### config.mk
export PLATFORM = sky130hd
export DESIGN_NAME = extBusCtl
export DESIGN_NICKNAME = d
export VERILOG_FILES = /design/src/rtl/extBusPkg.sv /design/src/rtl/extBusSeq.sv /design/src/rtl/extBusPath.sv /design/src/rtl/extBusCtl.sv
export SDC_FILE = /design/constraint.sdc
export NUM_CORES = 1
export LEC_CHECK = 0
export BUFFER_PORTS_ARGS = -buffer_cell sky130_fd_sc_hd__buf_2
export CAP_MARGIN = 20
export CORE_ASPECT_RATIO = 2
export CORE_MARGIN = 8
export CORE_UTILIZATION = 54
export CTS_BUF_LIST = sky130_fd_sc_hd__clkbuf_16
export DETAILED_ROUTE_END_ITERATION = 7
export GPL_TIMING_DRIVEN = 1
export HOLD_SLACK_MARGIN = 0.06
export PLACE_DENSITY = 0.85
export REMOVE_ABC_BUFFERS = 1
export SYNTH_ARGS = -nofsm -noshare
export SYNTH_HDL_FRONTEND = slang
export SYNTH_SLANG_ARGS = --single-unit
### constraint.sdc
create_clock -name clk -period 2.6 [get_ports clk]
set_input_delay 0.26 -clock clk [delete_from_list [all_inputs] [get_ports clk]]
set_output_delay 0.26 -clock clk [all_outputs]
set_load 0.05 [all_outputs]
### src/rtl/extBusPkg.sv
package extBusPkg;

  typedef enum logic [1:0] {
    SZ_BYTE = 2'd0,
    SZ_HALF = 2'd1,
    SZ_WORD = 2'd2
  } accSize_e;

  typedef enum logic [1:0] {
    ST_IDLE = 2'd0,
    ST_TURN = 2'd1,
    ST_BEAT = 2'd2
  } seqState_e;

  // strobes from sequencer to datapath
  typedef struct packed {
    logic load;   // capture a new request
    logic step;   // move to the next beat
    logic capHi;  // keep the upper read halfword
  } dpCtl_t;

endpackage

### src/rtl/extBusSeq.sv
module extBusSeq
  import extBusPkg::*;
#(
  parameter int MAX_WORDS = 4,
  localparam int WCNT_W = $clog2(MAX_WORDS),
  localparam int ALIGN_W = WCNT_W + 2
) (
  input  logic              clk,
  input  logic              rstN,
  input  logic              reqValid,
  input  logic              reqWrite,
  input  logic              reqFetch,
  input  logic [1:0]        reqSize,
  input  logic [WCNT_W-1:0] reqWords,
  input  logic [ALIGN_W-1:0] reqAddrLow,
  input  logic              busDcN,
  output logic              reqGrant,
  output logic              rdValid,
  output logic              busStartN,
  output logic              busBurstN,
  output logic              beatOn,
  output dpCtl_t            dpCtl
);

  localparam int BEAT_W = WCNT_W + 1;

  seqState_e       state;
  logic [BEAT_W-1:0] beatIdx, beatLast;
  logic            startCyc, burstOn, curWrite, multiBeat, prevRead;

  logic            isWriteReq, burstOk, needTurn, loadNow, beatDone, lastBeat;
  logic [BEAT_W-1:0] beatsM1;

  always_comb begin
    isWriteReq = reqWrite && !reqFetch;
    if (reqFetch)
      beatsM1 = {reqWords, 1'b1};
    else if (accSize_e'(reqSize) == SZ_WORD)
      beatsM1 = BEAT_W'(1);
    else
      beatsM1 = '0;
    if (reqFetch)
      burstOk = (reqAddrLow == '0);
    else
      burstOk = !reqWrite && (accSize_e'(reqSize) == SZ_WORD) && (reqAddrLow[1:0] == 2'b00);
    needTurn = isWriteReq && prevRead;
    loadNow  = ((state == ST_IDLE) && reqValid && !needTurn) || (state == ST_TURN);
    beatOn   = (state == ST_BEAT);
    beatDone = beatOn && !busDcN;
    lastBeat = (beatIdx == beatLast);
  end

  always_ff @(posedge clk or negedge rstN) begin
    if (!rstN) begin
      state     <= ST_IDLE;
      beatIdx   <= '0;
      beatLast  <= '0;
      startCyc  <= 1'b0;
      burstOn   <= 1'b0;
      curWrite  <= 1'b0;
      multiBeat <= 1'b0;
      prevRead  <= 1'b0;
    end else begin
      case (state)
        ST_IDLE: begin
          prevRead <= 1'b0;
          if (reqValid) state <= needTurn ? ST_TURN : ST_BEAT;
        end
        ST_TURN: begin
          prevRead <= 1'b0;
          state    <= ST_BEAT;
        end
        ST_BEAT: begin
          startCyc <= 1'b0;
          if (beatDone) begin
            burstOn <= 1'b0;
            if (lastBeat) begin
              state    <= ST_IDLE;
              prevRead <= !curWrite;
            end else begin
              beatIdx  <= beatIdx + BEAT_W'(1);
              startCyc <= 1'b1;
            end
          end
        end
        default: state <= ST_IDLE;
      endcase
      if (loadNow) begin
        beatIdx   <= '0;
        beatLast  <= beatsM1;
        startCyc  <= 1'b1;
        burstOn   <= burstOk;
        curWrite  <= isWriteReq;
        multiBeat <= (beatsM1 != '0);
      end
    end
  end

  assign busStartN = !(beatOn && startCyc);
  assign busBurstN = !(beatOn && burstOn);
  assign reqGrant  = beatDone && lastBeat;
  assign rdValid   = beatDone && !curWrite && (!multiBeat || beatIdx[0]);

  always_comb begin
    dpCtl.load  = loadNow;
    dpCtl.step  = beatDone && !lastBeat;
    dpCtl.capHi = beatDone && !curWrite && multiBeat && !beatIdx[0];
  end

endmodule

### src/rtl/extBusPath.sv
module extBusPath
  import extBusPkg::*;
#(
  parameter int ADDR_W = 24,
  parameter int BUS_W  = 16,
  localparam int WORD_W = 2 * BUS_W,
  localparam int BYTE_W = BUS_W / 2
) (
  input  logic              clk,
  input  logic              rstN,
  input  dpCtl_t            dpCtl,
  input  logic              beatOn,
  input  logic [ADDR_W-1:0] reqAddr,
  input  logic [WORD_W-1:0] reqWdata,
  input  logic [1:0]        reqSize,
  input  logic              reqWrite,
  input  logic              reqFetch,
  input  logic [BUS_W-1:0]  busDataIn,
  output logic [ADDR_W-1:0] busAddr,
  output logic [BUS_W-1:0]  busDataOut,
  output logic              busDataOe,
  output logic              busRdWrN,
  output logic              busUbN,
  output logic              busLbN,
  output logic [WORD_W-1:0] rdData
);

  logic [ADDR_W-1:0] addrReg;
  logic [WORD_W-1:0] wdReg;
  accSize_e          sizeReg;
  logic              wrReg, lowHalf;
  logic [BUS_W-1:0]  hiReg;

  always_ff @(posedge clk or negedge rstN) begin
    if (!rstN) begin
      addrReg <= '0;
      wdReg   <= '0;
      sizeReg <= SZ_BYTE;
      wrReg   <= 1'b0;
      lowHalf <= 1'b0;
      hiReg   <= '0;
    end else begin
      if (dpCtl.load) begin
        addrReg <= reqAddr;
        wdReg   <= reqWdata;
        sizeReg <= reqFetch ? SZ_WORD : accSize_e'(reqSize);
        wrReg   <= reqWrite && !reqFetch;
        lowHalf <= 1'b0;
      end else if (dpCtl.step) begin
        addrReg <= addrReg + ADDR_W'(2);
        lowHalf <= !lowHalf;
      end
      if (dpCtl.capHi) hiReg <= busDataIn;
    end
  end

  logic wrBeat;
  assign wrBeat    = beatOn && wrReg;
  assign busAddr   = addrReg;
  assign busRdWrN  = !wrBeat;
  assign busDataOe = wrBeat;

  always_comb begin
    case (sizeReg)
      SZ_WORD: busDataOut = lowHalf ? wdReg[BUS_W-1:0] : wdReg[WORD_W-1:BUS_W];
      SZ_HALF: busDataOut = wdReg[BUS_W-1:0];
      default: busDataOut = {wdReg[BYTE_W-1:0], wdReg[BYTE_W-1:0]};
    endcase
    busUbN = 1'b1;
    busLbN = 1'b1;
    if (wrBeat) begin
      if (sizeReg == SZ_BYTE) begin
        busUbN = addrReg[0];
        busLbN = !addrReg[0];
      end else begin
        busUbN = 1'b0;
        busLbN = 1'b0;
      end
    end
    case (sizeReg)
      SZ_WORD: rdData = {hiReg, busDataIn};
      SZ_HALF: rdData = {{BUS_W{1'b0}}, busDataIn};
      default: rdData = {{(WORD_W-BYTE_W){1'b0}},
                         addrReg[0] ? busDataIn[BYTE_W-1:0] : busDataIn[BUS_W-1:BYTE_W]};
    endcase
  end

endmodule

### src/rtl/extBusCtl.sv
module extBusCtl
  import extBusPkg::*;
#(
  parameter int ADDR_W    = 24,
  parameter int BUS_W     = 16,
  parameter int MAX_WORDS = 4,
  localparam int WCNT_W = $clog2(MAX_WORDS),
  localparam int WORD_W = 2 * BUS_W,
  localparam int ALIGN_W = WCNT_W + 2
) (
  input  logic              clk,
  input  logic              rstN,
  input  logic              reqValid,
  output logic              reqGrant,
  input  logic              reqWrite,
  input  logic              reqFetch,
  input  logic [1:0]        reqSize,
  input  logic [WCNT_W-1:0] reqWords,
  input  logic [ADDR_W-1:0] reqAddr,
  input  logic [WORD_W-1:0] reqWdata,
  output logic              rdValid,
  output logic [WORD_W-1:0] rdData,
  output logic [ADDR_W-1:0] busAddr,
  output logic [BUS_W-1:0]  busDataOut,
  output logic              busDataOe,
  input  logic [BUS_W-1:0]  busDataIn,
  output logic              busStartN,
  output logic              busRdWrN,
  output logic              busUbN,
  output logic              busLbN,
  output logic              busBurstN,
  input  logic              busDcN
);

  dpCtl_t dpCtl;
  logic   beatOn;

  extBusSeq #(.MAX_WORDS(MAX_WORDS)) u_seq (
    .clk, .rstN, .reqValid, .reqWrite, .reqFetch, .reqSize, .reqWords,
    .reqAddrLow(reqAddr[ALIGN_W-1:0]), .busDcN,
    .reqGrant, .rdValid, .busStartN, .busBurstN, .beatOn, .dpCtl
  );

  extBusPath #(.ADDR_W(ADDR_W), .BUS_W(BUS_W)) u_path (
    .clk, .rstN, .dpCtl, .beatOn, .reqAddr, .reqWdata, .reqSize, .reqWrite,
    .reqFetch, .busDataIn, .busAddr, .busDataOut, .busDataOe, .busRdWrN,
    .busUbN, .busLbN, .rdData
  );

endmodule

### After elaboration in Yosys (flattened, before gate mapping)

Cells that the tools add are included.
Widths: inputs -> output; s select.

* word-level logic and storage cells: 105
* output and inout bits: 80
* bits in registers: 88
* input bits: 82

* multiplexer cells: 35
* reduce and logical (&&, ||, !) cells: 45
* add/sub/neg operators: 2
* equal/unequal tests: 10

Operators by type and width (count)
* $pmux 32 s2: 1
* $mux 24: 2
* $pmux 16 s2: 1
* $add 24x2->24 const B: 1
* $mux 1: 17
* $logic_and 1x1->1: 16
* $mux 16: 1
* $mux 3: 5
* $logic_not 1->1: 13
* $mux 2: 5
* $reduce_and 3->1: 3
* $mux 8: 1
* $reduce_bool 2->1: 4
* $eq 2x2->1 const B: 3
* $logic_not 2->1: 3
* $ne 2x2->1 const B: 3
* $pmux 2 s3: 1
* $eq 2x1->1 const B: 2
* $logic_not 4->1: 1
* $add 3x1->3 const B: 1
* $eq 3x3->1: 1
* $reduce_bool 3->1: 1
* $logic_or 1x1->1: 2
* $ne 2x1->1 const B: 1
* 3 further kinds: 3

### Longest topological paths before layout

Gate-level depths: netlist of run 1.

* word-level depth: 8
* depth in mapped cells: 7
* mapped depth without buffers: 6

### Modules after synthesis

Synthesis of run 1 repeated with hierarchy kept, for this count alone.

* cell total of the unflattened synthesis: 435
* area total of the unflattened synthesis: 4697.0 µm²

Modules (own cells, without submodules)
* extBusPath: seq. area each 1901.8 µm², instances 1, area each 3936.3 µm², cells each 365
* extBusSeq: seq. area each 325.3 µm², instances 1, area each 760.7 µm², cells each 70

### Worst setup path after synthesis of run 1

OpenSTA, ideal clock, no wires.

* path kind: register to output
* from: reg u_path.addrReg[0], in the netlist u_path.busAddr[0]
* to: out rdData[0]
* data arrival time: 2.305 ns
* stages on the path, launching flop included: 4
* slack: 0.035 ns
* path buffers: 1
* cells stage by stage: dfrtp_1 > clkbuf_1 > mux2i_1 > o21ai_0

* word-level cells in the longest chain between the ends: 2

RTL lines
* from (decl): line extBusPath.sv:28 `logic [ADDR_W-1:0] addrReg;`
* from (signal assigned): line extBusPath.sv:44 `addrReg <= reqAddr;`
* from (signal assigned): line extBusPath.sv:50 `addrReg <= addrReg + ADDR_W'(2);`
* $mux 8: line extBusPath.sv:84 `addrReg[0] ? busDataIn[BYTE_W-1:0] : busDataIn[BUS_W-1:BYTE_W]};`
* $pmux 32 s2: line extBusPath.sv:80 `case (sizeReg)`
* to (decl): line extBusCtl.sv:22 `output logic [WORD_W-1:0] rdData,`

No other way between the ends.

### Worst setup path after layout of run 1

* from: reg u_path.sizeReg[0]
* to: out busDataOut[1]

* word-level cells in the longest chain between the ends: 2

RTL lines
* from (decl): line extBusPath.sv:30 `accSize_e sizeReg;`
* from (signal assigned): line extBusPath.sv:46 `sizeReg <= reqFetch ? SZ_WORD : accSize_e'(reqSize);`
* $eq 2x1->1 or $eq 2x2->1 (tied branches): line extBusPath.sv:64 `case (sizeReg)`
* $pmux 16 s2 (*): line extBusPath.sv:64
* to (decl): line extBusCtl.sv:24 `output logic [BUS_W-1:0] busDataOut,`

Every way passes the cells marked *; elsewhere a longest branch is shown, timed or not.

==> impl_metrics.toml, run 1 <==
[final_layout]
nFillCells = 665
multi_input_area_sq_um = 2310
final_common_cell = "buf_2"
antenna_cells = 0
areaGrowthSynthToFinish_pct = 26.7
final_cell_mix = "buf_2 (160), nand2_1 (150), dfrtp_1 (88)"
seqCellArea_sq_um = 2200
drive_gt1_share_pct = 31.8
nets = 765

[global_routing]
grt_max_degree = 69
antenna_found_initial = 0
grt_usage_pct = 23.2
grt-ovfl-total = 0
grt_pass1_wl_mm = 22.1
grt_pass1_vias = 4653

[worst_setup_path]
cp_slowest_cell = "dfrtp_1"
r2r_end = "u_path.busAddr[7]$_DFFE_PN0P_"
start_kind = "flip-flop"
arrival_ns = 2.13
worst-path-max-fanout = 41
path_cells = "inv_1, ha_1, buf_6, nand2b_1, a22o_1, buf_2"
slowest_delay_ns = 0.37
required_ns = 2.34
r2r_cells = 6
path_delay_family = "buffers and inverters"
reg2reg_from = "u_seq.state[0]$_DFFE_PN0P_"
crit_type = "reg2out"
critPathBufInv = 3
r2r_slack_ns = 0.56
cp-end-kind = "output pin"

[run_status]
outcome = "finished, final reports clean"

[logic_synthesis]
synth_area_per_cell_sq_um = 8.89
yosys.cell_types.count = 54
ys_warn_count = 0
synth_top_family_by_area = "simple AND/OR/NAND/NOR gates"
ys_ff_latch = 88
synth_compound_area_share_pct = 13.9
synthXorXnorAreaFrac_pct = 2.82
postSynthCellCount = 524
async_flop_share_pct = 100
ys.flop_type = "dfrtp_1"
yosysSeqAreaShare_pct = 47.3
synth_edf_count = 0
muxShareOfSynthArea_pct = 5.59
synth-adder-area-share_pct = 1.34
synth-simple-area-share_pct = 25.8
syn_area_sq_um = 4660

[sta]
tightest_slew_ns = 0.682
rsz0062_at_grt = "false"
slew_headroom_pct = 54.5
min_period_ns = 2.39
hold_viol = 0
drv_slew = 0
fin_skew_ns = 0.00642
fin_tns_setup_ns = 0
fmax_mhz = 418
setup_viol = 0
holdWs_ns = 0.112
fin_crit_sh_pct = 92.1

[cts]
tritoncts = "done"
cts-root-buf = "clkbuf_16"
htreeDepth = 3
cts_made_buffers = 9
clk_latency_ns = 0.33
clkTransAtPathRegs_ns = 0.06
clkSinkCount = 88
clockBufferDepth = 2

[route]
routed_via_density = 5.64
firstDrtPassIters = 5
routed_wl_mm = 13.5
wire_per_inst_um = 17.3
first_iter_violations = 249
drc = 0
num_vias = 4420
antenna_left = 0

[min_path]
hold_depth = 3
hold_start = "reqWdata[13]"
hold_class = "in2reg"
holdPathEnd = "u_path.wdReg[13]$_DFFE_PN0P_"

[run]
drv_cap = 0

[floorplan]
std_cell_rows = 48
start_util_pct = 54.6
die_h_um = 147
die_w_um = 81.7
design.core.area_sq_um = 8530
dieArea_sq_um = 12000
io_pins = 162

[placement]
dp_hpwl_mm = 10.2
gp_congestion = 0.820
portBuffers = 161
-- synth_stat cells (7+ instances only) --
library cell / count / area share, %
a21oi_1: 13 / 1.4
a22o_1: 16 / 3.0
a22oi_1: 9 / 1.4
and2_1: 10 / 1.3
and3_1: 18 / 2.4
clkbuf_1: 25 / 2.0
dfrtp_1: 88 / 47
inv_1: 9 / 0.72
mux2_2: 16 / 3.9
mux2i_1: 8 / 1.7
nand2_1: 150 / 12
nand3_1: 16 / 1.7
nand4_1: 9 / 1.2
nor2_1: 27 / 2.2
o21ai_0: 31 / 3.3
xnor2_1: 7 / 1.3
xor2_1: 8 / 1.5
-- cell type report --
cell class	count	share of cell area, %
inverters	9	0.572
multi-input cells	397	39.2
clock inverters	7	1.48
clock buffers	9	3.81
repair buffers	173	15.5
flip-flops and latches	88	37.3
well taps	100	2.12
-- through the flow --
step                      instances  worst slack [ns]  area (sq um)  util [%]
after CTS                       783            0.0766          5900      69.2
final                           783             0.205          5910      69.2
after detailed placement        766             0.455          5580      65.4
after global routing            783            0.0379          5910      69.2
after floorplan                 494            -0.894          4540         -
after global placement          766             0.515          5580      65.4
-- worst reg2reg max path, stage by stage (launching register included) --
cell and delay [ns]:
dfrtp_1 0.46, or3b_4 0.46, a31oi_2 0.17, buf_4 0.27, nand2_1 0.12, or3_1 0.32, a31oi_1 0.16
-- worst max-delay path by stage --
stage                                              from                        endpoint  slack (ns)  depth (start not counted)
after floorplan              u_seq.state[1]$_DFFE_PN0P_  u_path.busAddr[19]$_DFFE_PN0P_       -0.89                          5
after global placement    u_path.sizeReg[0]$_DFFE_PN0P_                   busDataOut[6]        0.52                          6
after detailed placement  u_path.sizeReg[0]$_DFFE_PN0P_                   busDataOut[1]        0.46                          6
after CTS                 u_path.sizeReg[0]$_DFFE_PN0P_                   busDataOut[1]        0.08                          6
after global routing      u_path.sizeReg[0]$_DFFE_PN0P_                   busDataOut[3]        0.04                          6
final                     u_path.sizeReg[0]$_DFFE_PN0P_                   busDataOut[1]        0.21                          6
-- registers in the layout, indices dropped and copies added (netlist names) --
signal,count
u_path.busAddr,24
u_seq.curWrite,1
u_seq.burstOn,1
u_path.sizeReg,2
u_seq.beatIdx,3
u_seq.state,2
u_seq.prevRead,1
u_seq.startCyc,1
u_path.lowHalf,1
u_seq.multiBeat,1
u_path.wdReg,32
u_seq.beatLast,3
u_path.hiReg,16
-- timing repair --
item                       4_1_cts  5_1_grt
gates resized for setup          0        3
setup endpoints to repair        0       16
hold endpoints to repair        48        0
hold buffers                     1        0
setup buffers                    0        0
-- cell families after synthesis --
kind of cell / Yosys count
xor+xnor: 15
flops: 88
simple gates: 257
fa+ha+maj: 5
mux: 24
buf+inv: 39
compound gates: 96
-- routing by layer --
layer	share of wire [%]	global-route usage, %	vias up
met5	0	0	-
met4	4.7	13.0	0
met3	6.1	4.53	44
met2	54	40.6	178
met1	35	24.6	2090
li1	-	-	2108
Power of run 1 is left out: the tool's default activity adds up to more than one toggle a clock period on the data nets, which glitch-free logic cannot reach.
==> run 2: changes to the inputs <==
--- a/config.mk
+++ b/config.mk
@@ -5,16 +5,17 @@
 export SDC_FILE = /design/constraint.sdc
 export NUM_CORES = 1
 export LEC_CHECK = 0
+export ABC_AREA = 1
 export BUFFER_PORTS_ARGS = -buffer_cell sky130_fd_sc_hd__buf_2
 export CAP_MARGIN = 20
 export CORE_ASPECT_RATIO = 2
 export CORE_MARGIN = 8
-export CORE_UTILIZATION = 54
+export CORE_UTILIZATION = 55
 export CTS_BUF_LIST = sky130_fd_sc_hd__clkbuf_16
 export DETAILED_ROUTE_END_ITERATION = 7
 export GPL_TIMING_DRIVEN = 1
 export HOLD_SLACK_MARGIN = 0.06
-export PLACE_DENSITY = 0.85
+export PLACE_DENSITY = 0.86
 export REMOVE_ABC_BUFFERS = 1
 export SYNTH_ARGS = -nofsm -noshare
 export SYNTH_HDL_FRONTEND = slang
==> run 2 against run 1 <==
  * Fmax fell by 1.8%
  * Final cell count up 22%
  * Sequential share of layout area decreased by 1.7 points
  * Setup slack worse by 0.043 ns
  * Critical path depth up 1
  * Non-clock buffer count down 6
  * Global-route usage increased by 1.4 points
  * Largest cell class unchanged
==> impl_metrics.toml, run 2 <==
[pwr]
irDropWorstVdd_v = 0.00139
p_leak_nw = 3.33
p_per_area_nw_per_um2 = 1600

[logic_synthesis]
ys_warn_count = 0
synth_area_per_cell_sq_um = 7.22
postSynthCellCount = 696
synth_most_common_cell = "nand2_1"
synth_top_area_share_pct = 43.8
ys_ff_latch = 88
synth_edf_count = 0
synth_top_area_cell = "dfrtp_1"
syn_area_sq_um = 5020
async_flop_share_pct = 100
synthTopCellsByCount = "nand2_1 (217), inv_1 (95), dfrtp_1 (88)"
yosysSeqAreaShare_pct = 43.8
ys.flop_type = "dfrtp_1"
yosys.cell_types.count = 39
yosys-top-cells-area = "dfrtp_1 (44%), nand2_1 (16%), inv_1 (7.1%)"

[sta]
fin_crit_sh_pct = 93.8
fin_skew_ns = 0.00933
drv_slew = 0
slew_headroom_pct = 55.3
setup_viol = 0
min_period_ns = 2.44
fin_tns_setup_ns = 0
hold_viol = 0
tightest_slew_ns = 0.670
rsz0062_at_grt = "false"
fmax_mhz = 410

[worst_setup_path]
start_kind = "flip-flop"
worst-path-max-fanout = 8
required_ns = 2.34
crit_type = "reg2out"
cp-end-kind = "output pin"
arrival_ns = 2.18

[route]
antenna_left = 0
firstDrtPassIters = 5
routed_via_density = 5.42
drc = 0
wire_per_inst_um = 16.5
routed_wl_mm = 15.8
first_iter_violations = 300
num_vias = 5179

[min_path]
hold_class = "in2reg"

[cts]
htreeDepth = 3
post_cts_buffers = 0
clkSinkCount = 88
clkTransAtPathRegs_ns = 0.06
cts-root-buf = "clkbuf_16"
clk_latency_ns = 0.34
clockBufferDepth = 2
tritoncts = "done"
cts_made_buffers = 9

[placement]
dp_hpwl_mm = 12.0
portBuffers = 161
gp_congestion = 0.899

[final_layout]
largest_reg_flops = 32
final_util_pct = 69.1
nets = 936
nFillCells = 748
areaGrowthSynthToFinish_pct = 23.1
drive_gt1_share_pct = 24.2
final_common_cell = "nand2_1"
regMostFlops = "u_path.wdReg"
final_cell_mix = "nand2_1 (217), buf_2 (160), inv_1 (96)"

[floorplan]
die_h_um = 151
start_util_pct = 56.1
std_cell_rows = 49
dieArea_sq_um = 12600
io_pins = 162
die_w_um = 83.6
design.core.area_sq_um = 8950

[global_routing]
grt_max_degree = 51
grt-ovfl-total = 0
grt_pass1_wl_mm = 25.5
grt_usage_pct = 24.6
grt_pass1_vias = 5453
antenna_found_initial = 1

[run_status]
outcome = "finished, final reports clean"

[run]
drv_cap = 0
## run 2: logic make-up after synthesis
kind of cell | synth area share, %
buf+inv | 10.5
fa+ha+maj | 1.25
xor+xnor | 0.872
simple gates | 30.2
compound gates | 13.4
flops | 43.8
## run 2: final timing paths
path                                          startpoint                            to  slack (ns)  cells past startpoint
hold reg to reg              u_path.hiReg[3]$_DFFE_PN0P_   u_path.hiReg[3]$_DFFE_PN0P_        0.50                      2
setup reg to reg              u_seq.state[0]$_DFFE_PN0P_   u_path.wdReg[0]$_DFFE_PN0P_        0.72                      6
setup / recovery           u_path.sizeReg[0]$_DFFE_PN0P_                     rdData[7]        0.16                      7
min in group asynchronous                           rstN    u_seq.prevRead$_DFFE_PN0P_        0.51                      2
max in group asynchronous                           rstN  u_path.wdReg[11]$_DFFE_PN0P_        1.44                      3
hold / removal                               reqWdata[8]   u_path.wdReg[8]$_DFFE_PN0P_        0.12                      3
## run 2: power breakdown
group | switching, mW | internal (mW) | leakage (nW)
sequential | 0.559 | 2.00 | 1.10
clock | 0.521 | 0.825 | 0.152
combinational | 4.54 | 1.43 | 2.07
## run 2: critical path, stage by stage, from the launching register on
cell and delay, ns:
dfrtp_1 0.37, inv_1 0.08, ha_1 0.35, inv_1 0.18, nor2_1 0.10, a21oi_2 0.35, o32ai_1 0.16, buf_2 0.25
## run 2: metal layers
layer / GRT usage [%] / up-vias / routed length [um]
met5: 0 / - / 0
met4: 12.8 / 0 / 569
met3: 6.73 / 37 / 999
met2: 46.1 / 214 / 8640
met1: 23.8 / 2428 / 5540
li1: - / 2500 / -
## run 2: through the flow
step,instances,cell area [sq um],hold WS [ns],power [mW],worst slack (ns)
floorplan,671,4870,-0.0356,6.87,0.210
global placement,939,5860,0.335,8.29,0.337
detailed placement,939,5860,0.339,8.45,0.244
CTS,955,6180,0.109,9.86,0.0986
global route,956,6180,0.113,10.4,0.00557
finish,956,6180,0.116,9.87,0.162
## run 2: layout make-up
cell class              instances  area (sq um)  share of cell area, %
clock buffers                   9           225                   3.64
inverters                      99           374                   6.05
flip-flops and latches         88          2200                   35.6
multi-input cells             484          2310                   37.3
clock inverters                 6          76.3                   1.23
diodes                          1          2.50                 0.0405
well taps                     102           128                   2.06
repair buffers                167           868                   14.0
## run 2: repair_timing
item,4_1_cts,5_1_grt
hold buffers,1,0
cloned,0,0
endpoints found under the hold margin,49,0
endpoints found under the setup margin,16,10
resized for setup,2,2
Power figures use the tool's default switching activity.
